$ cat config.mk
export PLATFORM = sky130hd
export DESIGN_NAME = region_ctrl
export DESIGN_NICKNAME = d
export VERILOG_FILES = /design/src/rtl/region_ctrl.sv
export SDC_FILE = /design/constraint.sdc
export NUM_CORES = 1
export LEC_CHECK = 0
export ABC_CLOCK_PERIOD_IN_PS = 13060
export BUFFER_PORTS_ARGS = -buffer_cell sky130_fd_sc_hd__buf_2
export CAP_MARGIN = 0
export CORE_MARGIN = 1.5
export CORE_UTILIZATION = 58
export DETAILED_ROUTE_END_ITERATION = 10
export GPL_TIMING_DRIVEN = 0
export PLACE_DENSITY = 0.77
export SLEW_MARGIN = 10
export SYNTH_ARGS = -nofsm -noshare
export SYNTH_HDL_FRONTEND = slang
export SYNTH_SLANG_ARGS = --single-unit
$ cat constraint.sdc
create_clock -name clk_i -period 13.06 [get_ports clk_i]
set_input_delay 1.306 -clock clk_i [delete_from_list [all_inputs] [get_ports clk_i]]
set_output_delay 1.306 -clock clk_i [all_outputs]
set_load 0.02 [all_outputs]
$ cat src/rtl/region_ctrl.sv
module region_ctrl #(
  parameter int NREG  = 8,
  parameter int MAX_W = 16
) (
  input  logic                    clk_i,
  input  logic                    rst_ni,
  input  logic                    start_i,
  input  logic signed [MAX_W-1:0] max_i,
  input  logic                    end_i,
  input  logic                    bit_i,
  input  logic                    valid_i,
  input  logic                    clear_i,
  output logic                    feed_en_o,
  output logic                    feed_bit_o,
  output logic                    ready_o,
  output logic                    idle_o,
  output logic                    ovf_o
);
  localparam int CNT_W = $clog2(NREG + 1);
  localparam logic [CNT_W-1:0] NREG_C = CNT_W'(NREG);

  logic                    active_q, pad_q, ovf_q;
  logic signed [MAX_W-1:0] max_q;
  logic [MAX_W-1:0]        seen_q, pad_left_q;
  logic [CNT_W-1:0]        cnt_q;

  logic             idle, pos_max, take_bit, start_ok, start_ovf, close, need_pad;
  logic [MAX_W-1:0] max_u, seen_nxt;

  assign idle      = !active_q && !pad_q;
  assign max_u     = $unsigned(max_q);
  assign pos_max   = (max_q > 0);
  assign take_bit  = active_q && valid_i && (!pos_max || (seen_q < max_u));
  assign start_ok  = start_i && idle && !clear_i && (cnt_q < NREG_C);
  assign start_ovf = start_i && idle && !clear_i && (cnt_q == NREG_C);
  assign close     = active_q && end_i;
  assign seen_nxt  = seen_q + MAX_W'(take_bit && pos_max);
  assign need_pad  = pos_max && (seen_nxt < max_u);

  always_ff @(posedge clk_i or negedge rst_ni) begin
    if (!rst_ni) begin
      active_q   <= 1'b0;
      pad_q      <= 1'b0;
      ovf_q      <= 1'b0;
      max_q      <= '0;
      seen_q     <= '0;
      pad_left_q <= '0;
      cnt_q      <= '0;
    end else begin
      if (clear_i) begin
        cnt_q <= '0;
        ovf_q <= 1'b0;
      end
      if (start_ovf) ovf_q <= 1'b1;
      if (start_ok) begin
        active_q <= 1'b1;
        max_q    <= max_i;
        seen_q   <= '0;
        cnt_q    <= cnt_q + CNT_W'(1);
      end else if (active_q) begin
        seen_q <= seen_nxt;
        if (close) begin
          active_q <= 1'b0;
          if (need_pad) begin
            pad_q      <= 1'b1;
            pad_left_q <= max_u - seen_nxt;
          end
        end
      end else if (pad_q) begin
        pad_left_q <= pad_left_q - MAX_W'(1);
        if (pad_left_q == MAX_W'(1)) pad_q <= 1'b0;
      end
    end
  end

  assign feed_en_o  = take_bit || pad_q;
  assign feed_bit_o = pad_q ? 1'b0 : bit_i;
  assign ready_o    = !pad_q;
  assign idle_o     = idle;
  assign ovf_o      = ovf_q;


  cnt_bound_chk: assert property (@(posedge clk_i) disable iff (!rst_ni)
    cnt_q <= NREG_C);

  no_overflow_chk: assert property (@(posedge clk_i) disable iff (!rst_ni)
    start_ovf |=> (ovf_o && !active_q && $stable(cnt_q)));

  clip_chk: assert property (@(posedge clk_i) disable iff (!rst_ni)
    (active_q && pos_max && (seen_q == max_u)) |-> !feed_en_o);

  pad_exclusive_chk: assert property (@(posedge clk_i) disable iff (!rst_ni)
    pad_q |-> (!active_q && pad_left_q != '0));
endmodule

## Word level (Yosys, flattened, before mapping)

Index checks and enable logic that the tools add are counted.

- Bits in registers: 55
- Bits in latches: 0
- Bits in writable memories: 0
- Memory bits (read-only): 0
- Input port bits: 23
- Memories kept: 0

- Add/subtract/negate cells: 4
- Multipliers: 0
- Divide/modulo/power cells: 0
- Magnitude comparators: 4
- Eq/ne operators: 4
- Shift operators: 0
- Muxes and demuxes: 19
- Bitwise logic cells: 1
- Reduce and logical (&&, ||, !) cells: 22

Operator list:

| cell | number |
|---|---|
| 16-bit 2-to-1 mux | 6 |
| 16-bit less-than comparator | 2 |
| 16-bit by 1-bit adder with 16-bit output | 1 |
| 16-bit by 1-bit equality test with 1-bit output (second input constant) | 1 |
| 16-bit by 1-bit greater-than comparator with 1-bit output (second input constant) | 1 |
| 16-bit by 1-bit subtractor with 16-bit output (second input constant) | 1 |
| 16-bit subtractor | 1 |
| 1-bit 2-to-1 mux | 11 |
| 1-bit logical AND | 10 |
| 4-bit 2-to-1 mux | 2 |
| 2-bit nonzero test | 4 |
| 4-bit by 1-bit adder with 4-bit output (second input constant) | 1 |
| 4-bit equality test (second input constant) | 1 |
| 1-bit logical NOT | 4 |
| 4-bit less-than comparator (second input constant) | 1 |
| 2-bit by 1-bit != test with 1-bit output (second input constant) | 2 |
| 4-bit AND reduction | 1 |
| 3-bit AND reduction | 1 |
| 1-bit logical OR | 2 |
| 1-bit NOT | 1 |

## Depth between registers and ports, before layout

Gate-level depths: netlist of run 1.

- Depth in word-level cells: 11
- Gate-level depth with buffers: 25
- Gate-level depth less buffers: 22

## Worst setup path after synthesis of run 1

Ideal clock, no wire load.

- Kind: input -> register
- From: input port valid_i
- To: register pad_left_q[3]
- Library setup time: 0.126 ns
- Arrival time: 4.726 ns
- Path slack: 8.209 ns
- Stages on the path: 21
- Buffers on the path: 3
- Cells stage by stage: nand2_1 > nor2_1 > o21ai_0 > a21oi_1 > and2_1 > ha_1 > nand3_1 > or4_1 > buf_2 > nor2_1 > and3_1 > xnor2_1 > ha_1 > buf_2 > nand4_1 > or4_1 > nand4_1 > a211oi_2 > buf_6 > a211o_1 > o311a_1

- Word-level cells in the longest chain between the ends: 8
- Elaborated cells between the ends (all ways): 12
- Those cells by class: add/sub (2); order compare (1); eq/ne (1); mux (3); reduce/logical (5)

RTL lines:

| what | RTL line | RTL |
|---|---|---|
| from (decl) | 11 | `input logic valid_i,` |
| 1-bit logical AND (*) (2 in a row) | 33 | `assign take_bit = active_q && valid_i && (!pos_max \|\| (seen_q < max_u));` |
| 1-bit logical AND (*) | 37 | `assign seen_nxt = seen_q + MAX_W'(take_bit && pos_max);` |
| 16-bit by 1-bit adder with 16-bit output (*) | 37 |  |
| 16-bit subtractor or 16-bit less-than comparator (tied branches) | 66, 38 |  |
| 16-bit 2-to-1 mux or 1-bit logical AND (tied branches) | 64, 38 |  |
| 16-bit 2-to-1 mux or 2-bit by 1-bit != test with 1-bit output (tied branches) | n/a |  |
| 16-bit 2-to-1 mux or 4-bit AND reduction (tied branches) | n/a |  |
| to (signal assigned) | 66 | `pad_left_q <= max_u - seen_nxt;` |
| to (signal assigned) | 70 | `pad_left_q <= pad_left_q - MAX_W'(1);` |
| to (decl) | 24 | `logic [MAX_W-1:0] seen_q, pad_left_q;` |

Every way passes the cells marked *; elsewhere a longest branch is shown, timed or not. The select of a mux whose other input is x is not followed.
A chain may end at the register's enable or synchronous reset.

## Worst setup path after layout of run 1

- From: register max_q[5]
- To: register pad_left_q[11]

- Word-level cells in the longest chain between the ends: 10
- Elaborated cells between the ends (all ways): 15
- Those cells by class: add/sub (2); order compare (3); eq/ne (1); mux (3); reduce/logical (6)

RTL lines:

| what | RTL line | RTL |
|---|---|---|
| from (decl) | 23 | `logic signed [MAX_W-1:0] max_q;` |
| from (signal assigned) | 57 | `max_q <= max_i;` |
| 16-bit by 1-bit greater-than comparator with 1-bit output | 32 | `assign pos_max = (max_q > 0);` |
| 1-bit logical NOT | 33 |  |
| 1-bit logical OR | 33 |  |
| 1-bit logical AND | 33 |  |
| 1-bit logical AND | 37 |  |
| 16-bit by 1-bit adder with 16-bit output | 37 |  |
| 16-bit subtractor or 16-bit less-than comparator (tied branches) | 66, 38 |  |
| 16-bit 2-to-1 mux or 1-bit logical AND (tied branches) | 64, 38 |  |
| 16-bit 2-to-1 mux or 2-bit by 1-bit != test with 1-bit output (tied branches) | n/a |  |
| 16-bit 2-to-1 mux or 4-bit AND reduction (tied branches) | n/a |  |

Parallel ways exist; a longest one is shown, timed or not. The select of a mux whose other input is x is not followed.

==> results of run 1 <==
worst max-delay path, stage by stage, from the launching register on:
cell      delay [ns]
dfrtp_1         0.43
inv_1           0.08
ha_1            0.32
a21o_1          0.18
a21o_1          0.17
a21oi_1         0.25
o211ai_1        0.17
a21oi_1         0.21
and2_1          0.19
ha_1            0.21
nand3_1         0.12
or4_1           0.51
buf_2           0.19
nor2_1          0.20
and3_1          0.22
xnor2_1         0.13
ha_1            0.24
buf_2           0.16
a21oi_1         0.26
o21ai_0         0.16
a211oi_1        0.37
a211oi_2        0.16
or2_1           0.31
o221a_1         0.26
cell usage after synthesis (3+ instances only):
master,count,share of area
dfrtp_1,55,0.32
a21o_1,7,0.012
nand3_1,21,0.024
xor2_1,8,0.016
and2_1,4,0.0058
a221oi_2,4,0.014
inv_1,34,0.029
ha_1,37,0.11
clkbuf_1,12,0.010
mux2i_1,5,0.012
o21bai_1,3,0.0052
xnor2_1,16,0.032
or4_1,5,0.0087
o21ai_0,37,0.043
a211oi_1,7,0.012
or3_1,5,0.0072
nand4_1,19,0.027
o21ai_1,7,0.0081
a211o_1,4,0.0081
buf_2,4,0.0046
o22ai_1,6,0.0087
nor4_1,7,0.010
nor2_1,40,0.035
o211ai_1,4,0.0069
nand2b_1,5,0.0072
nor3_1,15,0.017
nand2_1,59,0.051
a31oi_1,3,0.0043
nand3b_1,3,0.0052
a21oi_1,22,0.025
a311oi_1,3,0.0061
cell type report:
class | instances | area [µm²]
multi-input combinational | 406 | 2725
fill | 649 | 2537
sequential | 55 | 1376
timing repair buffer | 27 | 137.6
inverter | 35 | 131.4
tap | 99 | 123.9
buffer | 21 | 106.4
clock buffer | 5 | 68.82
clock inverter | 3 | 46.29
cells by family (layout without fill, tap and decap cells):
| family | count (synthesis) | after routing | share of synthesized area |
|---|---|---|---|
| simple gates | 200 | 200 | 0.2347 |
| mux | 9 | 9 | 0.02191 |
| compound gates | 135 | 135 | 0.2117 |
| fa+ha+maj | 38 | 38 | 0.1113 |
| buf+inv | 56 | 91 | 0.05478 |
| flops | 55 | 55 | 0.3172 |
| xor+xnor | 24 | 24 | 0.04844 |
power groups by stage:
stage          registers [µW]  clock network [µW]  logic [µW]
2_1_floorplan             228                   0         127
3_3_place_gp              237                   0         156
3_5_place_dp              239                   0         162
4_1_cts                   235                 122         164
5_1_grt                   241                 128         186
6_report                  236                 119         165
routing by layer:
layer / track usage / vias up / part of all wire
met4: 0.1189 / 0 / 0.031
met2: 0.5297 / 163 / 0.49
met3: 0.04709 / 36 / 0.053
met5: 0 / - / 0
li1: - / 1958 / -
met1: 0.3980 / 1955 / 0.43
stage by stage:
stage / setup slack, ns / cell area (µm²) / utilization
after global routing: 7.139 / 4716 / 0.6502
final: 7.444 / 4716 / 0.6502
after floorplan: 8.209 / 4339 / -
after global placement: 7.488 / 4598 / 0.6339
after CTS: 7.534 / 4713 / 0.6498
after detailed placement: 7.489 / 4598 / 0.6339
flip-flops by register name, indices dropped and copies added, names as in the netlist:
signal	count
max_q	16
ovf_o	1
pad_q	1
seen_q	16
cnt_q	4
pad_left_q	16
active_q	1
path summary, 6_finish.rpt:
check / from / endpoint / cells after the start
worst max-delay path: max_q[5]$_DFFE_PN0P_ / pad_left_q[11]$_DFFE_PN0P_ / 23
worst min-delay path: ovf_o$_DFFE_PN0P_ / ovf_o$_DFFE_PN0P_ / 2
worst max register to register: max_q[5]$_DFFE_PN0P_ / pad_left_q[11]$_DFFE_PN0P_ / 23
worst min register to register: ovf_o$_DFFE_PN0P_ / ovf_o$_DFFE_PN0P_ / 2
max in group asynchronous: rst_ni / seen_q[15]$_DFFE_PN0P_ / 1
min in group asynchronous: rst_ni / pad_left_q[12]$_DFFE_PN0P_ / 1
==> impl_results.md, run 1 <==
- Synthesized flop and latch total: 55
- Lkg Pwr: 0.002015 µW
- CTS root buf: clkbuf_8
- Initial antenna violation count: 0
- Nets: 612
- Boundary Pins: 28
- R2r setup slk: 7.44 ns
- Critical path class: reg2reg
- Slew @ Worst Pin: 0.7621 ns
- Gr ovfl total: 0
- Cell area after synthesis: 0.004339 mm²
- Core region area: 0.007253 mm²
- Number of flops mapped to enable cells by yosys: 0
- Hold buffers post-CTS: 0
- Switching Share: 0.3644
- Setup_tns: 0 ns
- Critical path endpoint category: flip-flop
- Number of setup violations in the final report: 0
- Critical Path AT: 5.83 ns
- Initial Util: 0.5982
- Seq pwr share: 0.454
- First-pass DRT Iterations: 5
- Share of layout cells above drive strength 1: 0.1123
- Vias per std cell: 6.316
- Period utilization: 0.4300
- First-pass GRT wire length: 18890 µm
- RSZ-0062 raised after global routing: no
- Peak VDD IR: 0.04187 mV
- Pint: 331.3 µW
- Fmax: 178.1 MHz
- Status: completed
- Hold/Removal Path Class: reg2reg
- Top_reg_cell synth: dfrtp_1
- Power consumption: 521.3 µW
- FP Rows: 31
- Worst setup SP type: flip-flop
- Final Hold Vio Count: 0
- Die area: 0.008009 mm²
- Ant. Diodes: 0
- WL final: 11560 µm
- Avg Inst Size Synth: 8.393 µm²
- Synth Warn #: 0
- CP required: 13.27 ns
- Vert. Die Dim: 89.50 µm
- Routability cong.: 0.9728
- NetSw: 190.0 µW
- CP Max Fanout: 7
- Max cap viols: 0
- Clk pwr share: 0.229
- Placed cell count: 643
- 1st-iter DRT viols: 387
- Cell Pwr Density: 110.5 mW/mm²
- Commonest non-fill, non-tap cells in the layout: nand2_1 (59), dfrtp_1 (55), nor2_1 (40)
- Residual DRC: 0
- TritonCTS Buffers: 5
- Vias: 4112
- Max clock buf depth: 2
- DIE WIDTH: 89.50 µm
- WHS: 0.5098 ns
- Comb power frac: 0.317
- CTS tree: yes
- Most common cell after layout, fill and taps aside: nand2_1
- FFs w/ async S/R, synth: 1.000
- # resized after CTS: 0
- Syn Nets: 578
- Skew-Pair Late Insertion Delay: 0.31 ns
- Post-CTS Setup Inserts: 0
- Overall routing resource usage: 0.3110
- Max-slew violation count: 0
- CTS clk-pin slew, worst paths: 0.11 ns
- Fin crit period: 5.616 ns
- Routed Antenna Nets: 0
- Synth cell types: 68
- Clock Skew: 0.007825 ns
- H-tree Lvls: 2
- Sequential area share after synthesis: 0.3172
- Pin count of the biggest net entering global routing: 56
- Dpl hpwl: 8738 µm
- Layout area overhead: 8.679%
- Post-Synthesis Cells: 517
- Post-route insts no fill: 651
- Vias in the first global route: 3843
- Num Clock Sinks: 55
- Drt wl/cell: 17.76 µm
- PortBufs: 27
- Max_slew headroom: 0.4919
(Power assumes the default switching activity.)
==> inputs of run 2 (changes only) <==
- ABC_CLOCK_PERIOD_IN_PS: 13060 -> 5500
- clock period: 13.06 -> 5.5 ns (I/O delays scaled with it)
==> run 2 against run 1 <==
Net effect: final cell count up 0.92%; clock power up 140%; combinational power up 140%; final area up 2.0%; highest routed layer unchanged; hold slack worse by 0.24 ns; critical endpoint is now pad_left_q[14]$_DFFE_PN0P_; worst setup slack worse by 7.3 ns; global-route usage unchanged; sequential power up 140%; flip-flop and latch count unchanged; critical path depth up 1; core utilization up 1.3 points; power up 140%.
==> impl_results.md, run 2 (same netlist as run 1, synthesis figures left out) <==
- Routed Antenna Nets: 0 (unchanged)
- CP required: 5.68 ns (-7.59 ns)
- Placed cell count: 643 (unchanged)
- WHS: 0.2705 ns (-0.2393 ns)
- FILL cells: 637 (-1.8%)
- CP Max Fanout: 10 (+3)
- RSZ-0062 raised after global routing: yes
- R2r setup slk: 0.19 ns (-7.25 ns)
- Slowest cell on the critical path: or4_1
- Ant. Diodes: 0 (unchanged)
- Gr ovfl total: 0 (unchanged)
- R2r worst-path depth: 24 (+4.3%)
- Overall routing resource usage: 0.3110 (unchanged)
- Worst R2R End: pad_left_q[14]$_DFFE_PN0P_
- Pin count of the biggest net entering global routing: 56 (unchanged)
- Cell Pwr Density: 260.5 mW/mm² (+140%)
- Cell Chain, Critical Path: ha_1, a21o_1, a21o_1, a21oi_2, o211ai_1, a21oi_1, and2_4, ha_2, nand3_1, or4_1, buf_2, nor2_4, and3_1, xnor2_1, ha_1, clkbuf_4, nand2_2, nor2_4, o211ai_1, a211oi_2, buf_6, buf_6, nand3b_1, o221ai_1
- PortBufs: 27 (unchanged)
- Critical path class: reg2reg
- FP Rows: 31 (unchanged)
- Lkg Pwr: 0.002056 µW (+2.0%)
- DIE WIDTH: 89.50 µm (unchanged)
- CTS clk-pin slew, worst paths: 0.12 ns (about the same)
- Share of layout cells above drive strength 1: 0.1434 (+0.03105)
- 1st-iter DRT viols: 327 (-16%)
- Comb power frac: 0.323 (+0.006)
- Skew-Pair Late Insertion Delay: 0.32 ns (about the same)
- Switching Share: 0.3675 (+0.003043)
- Die area: 0.008009 mm² (unchanged)
- Most common cell after layout, fill and taps aside: nand2_1
- Max-slew violation count: 0 (unchanged)
- Clock Skew: 0.01122 ns (+0.003398 ns)
- CTS tree: yes
- Dpl hpwl: 8738 µm (unchanged)
- Critical Path AT: 5.49 ns (-0.34 ns)
- NetSw: 460.3 µW (+140%)
- Fmax: 188.3 MHz (+5.8%)
- Setup_tns: 0 ns (unchanged)
- Num Clock Sinks: 55 (unchanged)
- Period utilization: 0.9655 (+0.5355)
- Buffers & Inverters on Critical Path: 4 (+1)
- Max_slew headroom: 0.4956 (+0.003650)
- Residual DRC: 0 (unchanged)
- Pint: 792.4 µW (+140%)
- Seq pwr share: 0.448 (-0.006)
- Max cap viols: 0 (unchanged)
- FF-to-FF Start: seen_q[5]$_DFFE_PN0P_
- Status: completed
- Commonest non-fill, non-tap cells in the layout: nand2_1 (58), dfrtp_1 (53), nor2_1 (37), o21ai_0 (37), ha_1 (35)
- Hold/Removal Path Class: in2async
- Boundary Pins: 28 (unchanged)
- CP peak stage delay: 0.51 ns (about the same)
- Drt wl/cell: 18.01 µm (+1.4%)
- Worst setup SP type: flip-flop
- Fin area: 0.004810 mm² (+2.0%)
- Core region area: 0.007253 mm² (unchanged)
- Critical path depth in cells: 24 (+4.3%)
- Final Hold Vio Count: 0 (unchanged)
- Peak VDD IR: 0.09784 mV (+130%)
- Placed cell area: 0.004598 mm² (unchanged)
- Vias in the first global route: 3846 (+0.078%)
- Vert. Die Dim: 89.50 µm (unchanged)
- Worst setup path start: seen_q[5]$_DFFE_PN0P_
- CTS root buf: clkbuf_8
- Fin crit period: 5.310 ns (-0.3059 ns)
- Routability cong.: 0.9728 (unchanged)
- Initial antenna violation count: 0 (unchanged)
- Initial Util: 0.5982 (unchanged)
- Top Registers: max_q x16, pad_left_q x16, seen_q x16
- TritonCTS Buffers: 5 (unchanged)
- Cell family with most CP delay: compound AO/OA/AOI/OAI gates
- Post-route insts no fill: 657 (+0.92%)
- Nets: 618 (+0.98%)
- Vias: 4170 (+1.4%)
- Number of setup violations in the final report: 0 (unchanged)
- Vias per std cell: 6.347 (+0.48%)
- Layout area overhead: 10.84%
- Crit path to: pad_left_q[14]$_DFFE_PN0P_
- H-tree Lvls: 2 (unchanged)
- First-pass DRT Iterations: 5 (unchanged)
- Critical path endpoint category: flip-flop
- Slew @ Worst Pin: 0.7567 ns (-0.005475 ns)
- WL final: 11830 µm (+2.3%)
- Clk pwr share: 0.230 (about the same)
- First-pass GRT wire length: 18900 µm (about the same)
- Max clock buf depth: 2 (unchanged)
run 2: worst min-delay path by stage:
stage,startpoint,endpoint,slack [ns],cells after the start
2_1_floorplan,rst_ni,active_q$_DFF_PN0_,0.25,0
3_3_place_gp,ovf_o$_DFFE_PN0P_,ovf_o$_DFFE_PN0P_,0.47,2
3_5_place_dp,ovf_o$_DFFE_PN0P_,ovf_o$_DFFE_PN0P_,0.49,2
4_1_cts,max_i[3],max_q[3]$_DFFE_PN0P_,0.43,3
5_1_grt,rst_ni,pad_left_q[2]$_DFFE_PN0P_,0.33,1
6_report,rst_ni,pad_left_q[4]$_DFFE_PN0P_,0.27,1
run 2: metal layers:
| metal | up-vias | GRT usage | wire [µm] |
|---|---|---|---|
| met5 | - | 0 | 0 |
| met4 | 0 | 0.1175 | 380 |
| met3 | 35 | 0.04709 | 640 |
| met2 | 174 | 0.5304 | 5783 |
| met1 | 1992 | 0.3980 | 5028 |
| li1 | 1969 | - | - |
run 2: area by class of cell:
class / instances / area, µm² / share of cell area
Sequential cell: 55 / 1379 / 0.2867
Clock inverter: 3 / 46.29 / 0.009625
Tap cell: 99 / 123.9 / 0.02575
Timing Repair Buffer: 33 / 180.2 / 0.03746
Inverter: 35 / 131.4 / 0.02732
Clock buffer: 5 / 68.82 / 0.01431
Buffer: 21 / 108.9 / 0.02263
Multi-Input combinational cell: 406 / 2771 / 0.5762
run 2: metrics by stage:
step	util	power (µW)	setup WS (ns)
2_1_floorplan	-	844.6	0.8171
6_report	0.6631	1253	0.1896
4_1_cts	0.6505	1238	0.02995
3_3_place_gp	0.6339	932.4	0.1063
5_1_grt	0.6631	1329	-0.1075
3_5_place_dp	0.6339	953.1	0.09984
run 2: timing repair:
item / in CTS / in global routing
cloned: 0 / 1
hold buffers: 0 / 0
resized for setup: 1 / 15
setup buffers: 0 / 5
endpoints found under the setup margin: 5 / 17
pin swaps: 0 / 2
run 2: power groups by stage:
stage	Clock (µW)	Sequential (µW)	Combinational, µW
finish	288	561	404
global route	305	572	453
floorplan	0	542	302
detailed placement	0	567	386
CTS	289	559	390
global placement	0	562	370
